### src/rtl/t1_ins_pkg.sv
// Shared types for the T1 transmit alarm inserter.
// Assumes: one field per control input, all captured together at a frame boundary.
package t1_ins_pkg;

    typedef struct packed {
        logic esf;         // 1 = ESF, 0 = D4
        logic japan;       // ESF yellow as all ones
        logic yel_esf;     // ESF data-link yellow
        logic yel_d4;      // D4 channel-bit yellow
        logic yel_sec;     // D4 secondary yellow on the S bit
        logic all_ones_n;  // active-low all-ones
        logic loop_up;     // loop-up code
        logic loop_down;   // loop-down code
        logic framed;      // framed insertion
        logic oh_keep;     // keep framing bits during code insertion
    } ctrl_t;

    localparam ctrl_t CTRL_IDLE = '{esf: 1'b0, japan: 1'b0, yel_esf: 1'b0,
                                    yel_d4: 1'b0, yel_sec: 1'b0, all_ones_n: 1'b1,
                                    loop_up: 1'b0, loop_down: 1'b0, framed: 1'b0,
                                    oh_keep: 1'b0};

endpackage

### src/rtl/t1_frame_pos.sv
// Frame position tracker.
// Tracks the bit index within a frame and the frame index within a multiframe.
// Decodes the positions the override logic needs: framing bit, data-link
// frame, last superframe frame, and the yellow bit of each channel.
// Assumes: frame_start recurs every FRAME_BITS bits, mframe_start only with
// frame_start, and CH_BITS is a power of two.
module t1_frame_pos #(
    parameter int FRAME_BITS = 193,
    parameter int CH_BITS    = 8,
    parameter int MF_FRAMES  = 24,
    parameter int SF_FRAMES  = 12,
    parameter int YEL_BIT    = 2
) (
    input  logic clk,
    input  logic rst_n,
    input  logic frame_start,
    input  logic mframe_start,
    output logic bit_zero,
    output logic dl_frame,
    output logic sf_last,
    output logic chan_yel_bit
);
    localparam int BW  = $clog2(FRAME_BITS);
    localparam int FW  = $clog2(MF_FRAMES);
    localparam int CBW = $clog2(CH_BITS);

    logic [BW-1:0] bit_q, bit_cur, bit_off;
    logic [FW-1:0] frm_q, frm_cur;

    // Current bit and frame position, derived from the markers and the last position.
    always_comb begin
        if (frame_start) begin
            bit_cur = '0;
        end else if (bit_q == BW'(FRAME_BITS - 1)) begin
            bit_cur = '0;
        end else begin
            bit_cur = bit_q + 1'b1;
        end
        if (frame_start && mframe_start) begin
            frm_cur = '0;
        end else if (frame_start) begin
            frm_cur = (frm_q == FW'(MF_FRAMES - 1)) ? '0 : frm_q + 1'b1;
        end else begin
            frm_cur = frm_q;
        end
    end

    // Decodes the positions the override logic uses.
    always_comb begin
        bit_off      = bit_cur - 1'b1;
        bit_zero     = (bit_cur == '0);
        dl_frame     = ~frm_cur[0];
        sf_last      = (frm_cur == FW'(SF_FRAMES - 1));
        chan_yel_bit = !bit_zero && (bit_off[CBW-1:0] == CBW'(YEL_BIT - 1));
    end

    // Stores the current position for the next bit.
    always_ff @(posedge clk) begin
        if (!rst_n) begin
            bit_q <= BW'(FRAME_BITS - 1);
            frm_q <= FW'(MF_FRAMES - 1);
        end else begin
            bit_q <= bit_cur;
            frm_q <= frm_cur;
        end
    end

    AST_POS_IN_FRAME: assert property (@(posedge clk) disable iff (!rst_n)
        1'b1 |=> (bit_q < BW'(FRAME_BITS)) && (frm_q < FW'(MF_FRAMES)));

endmodule

### src/rtl/t1_pat_gen.sv
// Repeating pattern generator.
// Emits a 1 while its phase lies in [HI_FIRST, HI_LAST], otherwise 0, over a
// cycle of PERIOD steps. The phase restarts at 0 on the cycle the request
// rises, moves forward on cycles where req and adv are both high, and holds
// otherwise.
// Assumes: req changes only at frame boundaries.
module t1_pat_gen #(
    parameter int PERIOD   = 5,
    parameter int HI_FIRST = 4,
    parameter int HI_LAST  = 4
) (
    input  logic clk,
    input  logic rst_n,
    input  logic req,
    input  logic adv,
    output logic pat_bit
);
    localparam int PW = (PERIOD > 1) ? $clog2(PERIOD) : 1;

    logic [PW-1:0] ph_q, ph_cur, ph_inc;
    logic          req_q;

    // Selects the phase for this bit and the phase after it.
    always_comb begin
        ph_cur  = (req && !req_q) ? '0 : ph_q;
        ph_inc  = (ph_cur == PW'(PERIOD - 1)) ? '0 : ph_cur + 1'b1;
        pat_bit = (int'(ph_cur) >= HI_FIRST) && (int'(ph_cur) <= HI_LAST);
    end

    // Phase and request history registers.
    always_ff @(posedge clk) begin
        if (!rst_n) begin
            ph_q  <= '0;
            req_q <= 1'b0;
        end else begin
            req_q <= req;
            ph_q  <= (req && adv) ? ph_inc : ph_cur;
        end
    end

    AST_RESTART_PHASE: assert property (@(posedge clk) disable iff (!rst_n)
        $rose(req) && !adv |=> ph_q == '0);
    AST_HOLD_IDLE: assert property (@(posedge clk) disable iff (!rst_n)
        !req |=> $stable(ph_q));

endmodule

### src/rtl/t1_override_mux.sv
// Per-bit override selection.
// Chooses between the line bit, the code insertions (all-ones, loop-up,
// loop-down, in that priority) and the yellow alarm forms for the current
// position.
// Assumes: ctl holds the control captured for the current frame.
module t1_override_mux
    import t1_ins_pkg::*;
(
    input  ctrl_t ctl,
    input  logic  din,
    input  logic  bit_zero,
    input  logic  dl_frame,
    input  logic  sf_last,
    input  logic  chan_yel_bit,
    input  logic  lu_bit,
    input  logic  ld_bit,
    input  logic  ye_bit,
    output logic  code_act,
    output logic  bit_o
);
    logic ao_act, code_bit, keep_fb;

    // Resolves the priority among the codes and the framing-bit policy.
    always_comb begin
        ao_act   = !ctl.all_ones_n;
        code_act = ao_act || ctl.loop_up || ctl.loop_down;
        code_bit = ao_act ? 1'b1 : (ctl.loop_up ? lu_bit : ld_bit);
        keep_fb  = ctl.framed || ctl.oh_keep;
    end

    // Builds the outgoing bit.
    always_comb begin
        if (code_act) begin
            bit_o = (bit_zero && keep_fb) ? din : code_bit;
        end else if (ctl.esf) begin
            if (ctl.yel_esf && bit_zero && dl_frame) begin
                bit_o = ctl.japan ? 1'b1 : ye_bit;
            end else begin
                bit_o = din;
            end
        end else if (ctl.yel_sec && bit_zero && sf_last) begin
            bit_o = 1'b1;
        end else if (ctl.yel_d4 && chan_yel_bit) begin
            bit_o = 1'b0;
        end else begin
            bit_o = din;
        end
    end

endmodule

### src/rtl/t1_alarm_inserter.sv
// T1 transmit alarm and loop-code inserter (top).
// Captures the control inputs on each framing bit. Runs the loop-up,
// loop-down and ESF yellow pattern generators, and rewrites the serial
// stream one bit per clock with one register of latency.
// Assumes: one line bit per clock, with well-formed frame and multiframe markers.
module t1_alarm_inserter
    import t1_ins_pkg::*;
#(
    parameter int FRAME_BITS = 193,
    parameter int CH_BITS    = 8,
    parameter int MF_FRAMES  = 24,
    parameter int SF_FRAMES  = 12,
    parameter int YEL_BIT    = 2,
    parameter int YEL_RUN    = 8,
    parameter int LU_LEN     = 5,
    parameter int LD_LEN     = 3
) (
    input  logic clk,
    input  logic rst_n,
    input  logic din,
    input  logic frame_start,
    input  logic mframe_start,
    input  logic esf_mode,
    input  logic japan_mode,
    input  logic esf_yel_req,
    input  logic d4_yel_req,
    input  logic sec_yel_req,
    input  logic all_ones_n,
    input  logic loop_up_req,
    input  logic loop_down_req,
    input  logic framed_sel,
    input  logic overhead_keep,
    output logic dout
);
    ctrl_t ctrl_in, ctrl_q, ctrl_eff;
    logic  bit_zero, dl_frame, sf_last, chan_yel_bit;
    logic  code_adv, ye_req, ye_adv;
    logic  lu_bit, ld_bit, ye_bit, code_act, bit_next;

    // Packs the control inputs and picks the setting in force for this bit.
    always_comb begin
        ctrl_in = '{esf: esf_mode, japan: japan_mode, yel_esf: esf_yel_req,
                    yel_d4: d4_yel_req, yel_sec: sec_yel_req, all_ones_n: all_ones_n,
                    loop_up: loop_up_req, loop_down: loop_down_req,
                    framed: framed_sel, oh_keep: overhead_keep};
        ctrl_eff = frame_start ? ctrl_in : ctrl_q;
    end

    // Holds the control captured at the last framing bit.
    always_ff @(posedge clk) begin
        if (!rst_n) begin
            ctrl_q <= CTRL_IDLE;
        end else if (frame_start) begin
            ctrl_q <= ctrl_in;
        end
    end

    t1_frame_pos #(
        .FRAME_BITS (FRAME_BITS),
        .CH_BITS    (CH_BITS),
        .MF_FRAMES  (MF_FRAMES),
        .SF_FRAMES  (SF_FRAMES),
        .YEL_BIT    (YEL_BIT)
    ) u_pos (
        .clk          (clk),
        .rst_n        (rst_n),
        .frame_start  (frame_start),
        .mframe_start (mframe_start),
        .bit_zero     (bit_zero),
        .dl_frame     (dl_frame),
        .sf_last      (sf_last),
        .chan_yel_bit (chan_yel_bit)
    );

    // Advance rules for the code and data-link generators.
    always_comb begin
        code_adv = ctrl_eff.framed ? !bit_zero : 1'b1;
        ye_req   = ctrl_eff.yel_esf && ctrl_eff.esf;
        ye_adv   = bit_zero && dl_frame && ctrl_eff.esf;
    end

    t1_pat_gen #(.PERIOD(LU_LEN), .HI_FIRST(LU_LEN - 1), .HI_LAST(LU_LEN - 1)) u_lu (
        .clk (clk), .rst_n (rst_n), .req (ctrl_eff.loop_up), .adv (code_adv), .pat_bit (lu_bit)
    );

    t1_pat_gen #(.PERIOD(LD_LEN), .HI_FIRST(LD_LEN - 1), .HI_LAST(LD_LEN - 1)) u_ld (
        .clk (clk), .rst_n (rst_n), .req (ctrl_eff.loop_down), .adv (code_adv), .pat_bit (ld_bit)
    );

    t1_pat_gen #(.PERIOD(2 * YEL_RUN), .HI_FIRST(0), .HI_LAST(YEL_RUN - 1)) u_ye (
        .clk (clk), .rst_n (rst_n), .req (ye_req), .adv (ye_adv), .pat_bit (ye_bit)
    );

    t1_override_mux u_mux (
        .ctl          (ctrl_eff),
        .din          (din),
        .bit_zero     (bit_zero),
        .dl_frame     (dl_frame),
        .sf_last      (sf_last),
        .chan_yel_bit (chan_yel_bit),
        .lu_bit       (lu_bit),
        .ld_bit       (ld_bit),
        .ye_bit       (ye_bit),
        .code_act     (code_act),
        .bit_o        (bit_next)
    );

    // Output register: one clock of latency.
    always_ff @(posedge clk) begin
        if (!rst_n) begin
            dout <= 1'b0;
        end else begin
            dout <= bit_next;
        end
    end

    AST_RESET_LOW: assert property (@(posedge clk)
        !rst_n |=> !dout);
    AST_CTRL_HOLD: assert property (@(posedge clk) disable iff (!rst_n)
        !frame_start |=> $stable(ctrl_q));
    AST_PASS_IDLE: assert property (@(posedge clk) disable iff (!rst_n)
        ctrl_eff == CTRL_IDLE |=> dout == $past(din));
    AST_ALL_ONES: assert property (@(posedge clk) disable iff (!rst_n)
        !ctrl_eff.all_ones_n && !bit_zero |=> dout);
    AST_D4_YEL_BIT: assert property (@(posedge clk) disable iff (!rst_n)
        !ctrl_eff.esf && ctrl_eff.yel_d4 && !code_act && chan_yel_bit |=> !dout);
    AST_SEC_YEL: assert property (@(posedge clk) disable iff (!rst_n)
        !ctrl_eff.esf && ctrl_eff.yel_sec && !code_act && bit_zero && sf_last |=> dout);

endmodule

### config.mk
export PLATFORM = sky130hd
export DESIGN_NAME = t1_alarm_inserter
export DESIGN_NICKNAME = d
export VERILOG_FILES = /design/src/rtl/t1_ins_pkg.sv /design/src/rtl/t1_frame_pos.sv /design/src/rtl/t1_pat_gen.sv /design/src/rtl/t1_override_mux.sv /design/src/rtl/t1_alarm_inserter.sv
export SDC_FILE = /design/constraint.sdc
export NUM_CORES = 1
export LEC_CHECK = 0
export CORE_UTILIZATION = 60
export DETAILED_ROUTE_END_ITERATION = 12
export DONT_BUFFER_PORTS = 1
export GPL_TIMING_DRIVEN = 0
export PLACE_DENSITY = 0.76
export SYNTH_ARGS = -nofsm -noshare
export SYNTH_HDL_FRONTEND = slang
export SYNTH_SLANG_ARGS = --single-unit
### constraint.sdc
create_clock -name clk -period 4 [get_ports clk]
set_input_delay 0.6 -clock clk [delete_from_list [all_inputs] [get_ports clk]]
set_output_delay 0.6 -clock clk [all_outputs]
set_load 0.03 [all_outputs]
==> results of run 1 <==
-- cells by family (layout without fill, tap and decap cells) --
kind of cell / after synthesis / count (layout) / share of synthesized area [%]
compound gates: 61 / 61 / 22.0
xor+xnor: 5 / 5 / 2.23
fa+ha+maj: 6 / 6 / 3.83
buf+inv: 20 / 28 / 5.30
flops: 34 / 34 / 34.7
mux: 11 / 11 / 5.81
simple gates: 97 / 97 / 26.1
-- flip-flops by register name, indices dropped and copies added (netlist names) --
register     flops
ctrl_q           8
u_pos.bit_q      8
u_pos.frm_q      5
u_ye.ph_q        4
u_lu.ph_q        3
u_ld.ph_q        2
dout             1
u_ld.req_q       1
u_lu.req_q       1
u_ye.req_q       1
-- metrics by stage --
stage               util (%)  instance area [um2]
finish                  67.4                 2080
global placement        65.5                 2020
global route            67.4                 2080
CTS                     67.4                 2080
floorplan                  -                 1960
detailed placement      65.5                 2020
-- worst max-delay path: stages, from the launching register on --
cell     delay [ns]
dfxtp_1        0.45
inv_1          0.12
ha_1           0.21
and2b_2        0.20
a41oi_1        0.53
o21ai_2        0.27
a21oi_2        0.30
mux2i_1        0.20
-- path summary, 6_finish.rpt --
check / slack [ns] / depth (start not counted) / start / to
max: 1.66 / 7 / u_pos.bit_q[0]$_SDFF_PN0_ / u_lu.ph_q[0]$_SDFF_PN0_
min: 0.41 / 2 / loop_down_req / u_ld.req_q$_SDFF_PN0_
max reg2reg: 1.66 / 7 / u_pos.bit_q[0]$_SDFF_PN0_ / u_lu.ph_q[0]$_SDFF_PN0_
min reg2reg: 0.49 / 2 / ctrl_q[5]$_SDFF_PN0_ / ctrl_q[5]$_SDFF_PN0_
-- placed cells by master, fill, tap and decap left out, drive strengths merged, types with 2 or more instances in the layout --
master   count
nor4         2
and2         5
a211o        2
nand2       23
o21a         3
mux2         3
clkbuf       9
o21ai       11
a22oi        2
ha           6
nand3       13
or3          4
buf          7
nand2b       7
and3         5
o32a         2
a21oi       20
dfxtp       34
o2bb2ai      2
nand3b       3
nor2        19
xnor2        3
xor2         2
mux2i        8
nand4        7
nor3         5
inv         11
o311ai       4
o211ai       4
-- cell type report --
class / count / area (um2) / area share, %
Buffer: 9 / 62.6 / 3.01
Clock buffer: 7 / 55.1 / 2.65
Clock inverter: 1 / 5.00 / 0.241
Inverter: 11 / 41.3 / 1.99
Multi-Input combinational cell: 180 / 1180 / 56.7
Sequential cell: 34 / 681 / 32.8
Tap cell: 44 / 55.1 / 2.65
-- power by group through the flow --
stage               registers (mW)  clock network, mW  logic (mW)
floorplan                    0.378                  0      0.0897
global placement             0.380                  0       0.107
detailed placement           0.382                  0       0.111
CTS                          0.374              0.200       0.112
global route                 0.376              0.217       0.126
finish                       0.374              0.198       0.114
-- metal layers --
metal  track usage [%]  up-vias  part of all wire, %
met3              8.73       11                  5.7
met5                 0        -                    0
met2              44.6       53                   47
met4              9.52        0                  1.7
met1              35.6      854                   45
li1                  -      873                    -
==> impl_metrics.json, run 1 <==
{
  "status": "finished clean",
  "required_ns": 4.27,
  "grt_antenna_before_repair": 0,
  "dr.pass1.iters": 4,
  "p_int_mw": 0.488,
  "grt-ovfl-total": 0,
  "wire_per_inst_um": 15.5,
  "n_fill_cell": 281,
  "p_per_area_nw_per_um2": 330,
  "totalPowerFinal_mw": 0.686,
  "stdcell_count": 286,
  "dieArea_um2": 3500,
  "cts-resized-gates": 0,
  "synth_edf_count": 0,
  "cts_made_buffers": 5,
  "routed_wl_mm": 4.43,
  "cp_max_fo": 7,
  "htreeDepth": 2,
  "grt_pass1_wl_mm": 7.35,
  "arrival_ns": 2.61,
  "post-cts-setup-buffer-count": 0,
  "cts_buffer_depth": 2,
  "postRouteAntennaNets": 0,
  "cts_tree": "done",
  "detailedPlace.worstSlack_ns": 1.59,
  "holdWs_ns": 0.407,
  "synth_async_sr_flop_share_pct": 0,
  "pin_count": 16,
  "syn_to_final_growth_pct": 5.87,
  "maxSlewViolCount": 0,
  "yosysUniqueCellTypes": 57,
  "syn-cell-area_um2": 1960,
  "synth_ff_type": "dfxtp_1",
  "vdd_drop_max_v": 0.000238,
  "ys_seq_area_share_pct": 34.7,
  "setup_ws_ns": 1.66,
  "grt_start_max_net_pins": 11,
  "finalCritPeriodShare_pct": 58.5,
  "cts.clk_slew.worst_paths_ns": 0.10,
  "fin_skew_ns": 0.00866,
  "p_switching_mw": 0.198,
  "initial_core_util_pct": 63.7,
  "die_h_um": 59.2,
  "hold_violations": 0,
  "rsz0062_at_grt": "false",
  "cts-root-buf": "clkbuf_4",
  "p_sw_share_pct": 28.8,
  "synth.most_common_cell": "dfxtp_1",
  "ys_top_cells_by_area": "dfxtp_1 (35%), nand2_1 (4.4%), a21oi_1 (4.3%)",
  "vias_per_cell": 6.26,
  "tightest_slew_ns": 0.605,
  "drv_cap": 0,
  "avgSynthCellArea_um2": 8.38,
  "setup_viol": 0,
  "synth_top_area_share_pct": 34.7,
  "grt_pass1_vias": 1648,
  "synth_nets": 255,
  "place_congestion": 0.901,
  "clk_latency_ns": 0.34,
  "hpwl_mm": 3.30,
  "criticalPathCategory": "reg2reg",
  "ys_ff_latch": 34,
  "combPwrFrac_pct": 16.6,
  "final_layout_size_suffix_gt1_share_pct": 11.6,
  "diodes": 0,
  "grt_usage_pct": 27.9,
  "die_x_um": 59.2,
  "hp-class": "in2reg",
  "fmax_mhz": 428,
  "leakagePower_nw": 0.807,
  "vias": 1791,
  "dp_cells": 278,
  "finalCriticalPeriod_ns": 2.34,
  "ys_top_cells_by_count": "dfxtp_1 (34), nand2_1 (23), nor2_1 (19)",
  "crit_path_start_kind": "flop",
  "cts.sinks": 34,
  "drcViolationCount": 0,
  "pwr-share-clk_pct": 28.9,
  "core_area_um2": 3080,
  "row_count": 20,
  "tns_ns": 0,
  "slew_headroom_pct": 59.1,
  "drtIter0Drc": 139,
  "ys_warn_count": 0,
  "power_frac_seq_pct": 54.6,
  "synth_area_leader_cell": "dfxtp_1",
  "synthCells": 234,
  "nNetsFinal": 262,
  "numPortBuffers": 0,
  "cts_hold_buf": 0,
  "crit_path_end_kind": "flop"
}
(Power assumes the default switching activity.)
==> run 2, diff against run 1 <==
- CORE_UTILIZATION: 60 -> 56
- PLACE_DENSITY: 0.76 -> 0.74
- clock period: 4 -> 2 ns (I/O delays scaled with it)
==> run 2 against run 1 <==
Die area increased by 6.9%. Count of clock-buffer cells in the layout unchanged. Flip-flop and latch count did not move. Critical path type unchanged.
==> impl_metrics.json, run 2 (synthesis results as in run 1) <==
{
  "grt_antenna_before_repair": 0,
  "status": "finished clean",
  "grt_pass1_wl_mm": 6.97,
  "die_h_um": 61.2,
  "clk_latency_ns": 0.34,
  "setup_viol": 0,
  "cts.clk_slew.worst_paths_ns": 0.10,
  "row_count": 21,
  "p_sw_share_pct": 30.1,
  "maxSlewViolCount": 0,
  "vdd_drop_max_v": 0.000391,
  "drcViolationCount": 0,
  "diodes": 0,
  "tightest_slew_ns": 0.632,
  "crit_path_start_kind": "flop",
  "p_per_area_nw_per_um2": 610,
  "place_congestion": 0.810,
  "drv_cap": 0,
  "slew_headroom_pct": 56.6,
  "fin_skew_ns": 0.0145,
  "grt-ovfl-total": 0,
  "hold_violations": 0,
  "syn_to_final_growth_pct": 15.1,
  "finalCriticalPeriod_ns": 1.94,
  "layout_common_cells": "dfxtp_1 (30), nand2_1 (23), nor2_1 (18)",
  "cts_hold_buf": 0,
  "wire_per_inst_um": 15.3,
  "hpwl_mm": 3.02,
  "dr.pass1.iters": 4,
  "vias_per_cell": 5.98,
  "vias": 1746,
  "grt_pass1_vias": 1543,
  "required_ns": 2.26,
  "cp_max_fo": 9,
  "reg_top3": "ctrl_q (8), u_pos.bit_q (8), u_pos.frm_q (5)",
  "final_layout_size_suffix_gt1_share_pct": 20.3,
  "postRouteAntennaNets": 0,
  "die_x_um": 61.2,
  "dieArea_um2": 3740,
  "leakagePower_nw": 0.841,
  "numPortBuffers": 0,
  "grt_usage_pct": 25.5,
  "nNetsFinal": 267,
  "p_switching_mw": 0.415,
  "drtIter0Drc": 127,
  "grt_start_max_net_pins": 11,
  "cts_tree": "done",
  "arrival_ns": 2.20,
  "finalCritPeriodShare_pct": 96.9,
  "totalPowerFinal_mw": 1.38,
  "initial_core_util_pct": 58.8,
  "fmax_mhz": 516,
  "criticalPathCategory": "reg2reg",
  "p_int_mw": 0.962,
  "pin_count": 16,
  "cts_buffer_depth": 2,
  "combPwrFrac_pct": 19.5,
  "htreeDepth": 2,
  "holdWs_ns": 0.0923,
  "power_frac_seq_pct": 54.3,
  "routed_wl_mm": 4.48,
  "cts-root-buf": "clkbuf_4",
  "crit_path_end_kind": "flop",
  "cts_made_buffers": 5,
  "pwr-share-clk_pct": 26.1,
  "cts.sinks": 34,
  "core_area_um2": 3340,
  "layout_commonest_cell": "dfxtp_1",
  "hp-class": "in2reg"
}
-- run 2: cell count changes in the layout (fill, tap and decap cells not counted), sizes merged --
| cell | previous run | this run |
|---|---|---|
| buf | 7 | 12 |
| clkinv | 1 | 0 |
-- run 2: layout make-up --
type | instances | area (um2)
multi-input cells | 180 | 1320
plain buffers | 9 | 62.6
flip-flops and latches | 34 | 696
repair buffers | 5 | 37.5
well taps | 46 | 57.6
fillers | 287 | 1080
inverters | 11 | 41.3
clock buffers | 7 | 45.0
-- run 2: what timing repair did --
item / CTS / global route
pin swaps: 2 / 7
setup endpoints to repair: 10 / 8
setup buffers: 1 / 4
resized for setup: 13 / 18
-- run 2: path summary, 6_finish.rpt --
check                                  from                   endpoint  slack (ns)  cells after the start
hold reg to reg   u_pos.bit_q[0]$_SDFF_PN0_  u_pos.bit_q[0]$_SDFF_PN0_        0.49                      1
setup reg to reg  u_pos.bit_q[4]$_SDFF_PN0_    u_ye.ph_q[0]$_SDFF_PN0_        0.06                      7
setup / recovery  u_pos.bit_q[4]$_SDFF_PN0_    u_ye.ph_q[0]$_SDFF_PN0_        0.06                      7
hold / removal                loop_down_req      u_ld.req_q$_SDFF_PN0_        0.09                      2
-- run 2: routing by layer --
layer	vias up	global-route usage, %	part of all wire [%]
met5	-	0	0
met4	0	8.12	1.0
met3	6	8.19	4.5
met2	28	40.1	47
met1	833	33.3	47
li1	879	-	-
-- run 2: worst max-delay path, stage by stage (launching register included) --
cell      delay (ns)
dfxtp_1         0.32
buf_6           0.13
a211o_1         0.28
a21oi_2         0.20
o211ai_4        0.14
o21a_4          0.27
or3_1           0.34
a21oi_1         0.17
-- run 2: stage by stage --
| step | worst slack, ns | TNS (ns) | cell area (um2) | utilization (%) | cells |
|---|---|---|---|---|---|
| after CTS | 0.0108 | 0 | 2130 | 63.8 | 288 |
| after detailed placement | -0.355 | -1.81 | 2020 | 60.5 | 280 |
| after floorplan | 0.0638 | 0 | 1960 | - | 234 |
| final | 0.0625 | 0 | 2260 | 67.6 | 292 |
| after global routing | -0.00951 | -0.0149 | 2260 | 67.6 | 292 |
| after global placement | -0.333 | -1.63 | 2020 | 60.5 | 280 |
-- run 2: power by group through the flow --
stage	Combinational, mW	Sequential [mW]	Clock (mW)
4_1_cts	0.233	0.751	0.369
3_3_place_gp	0.219	0.761	0
5_1_grt	0.295	0.754	0.391
6_report	0.269	0.748	0.360
3_5_place_dp	0.222	0.762	0
2_1_floorplan	0.179	0.755	0
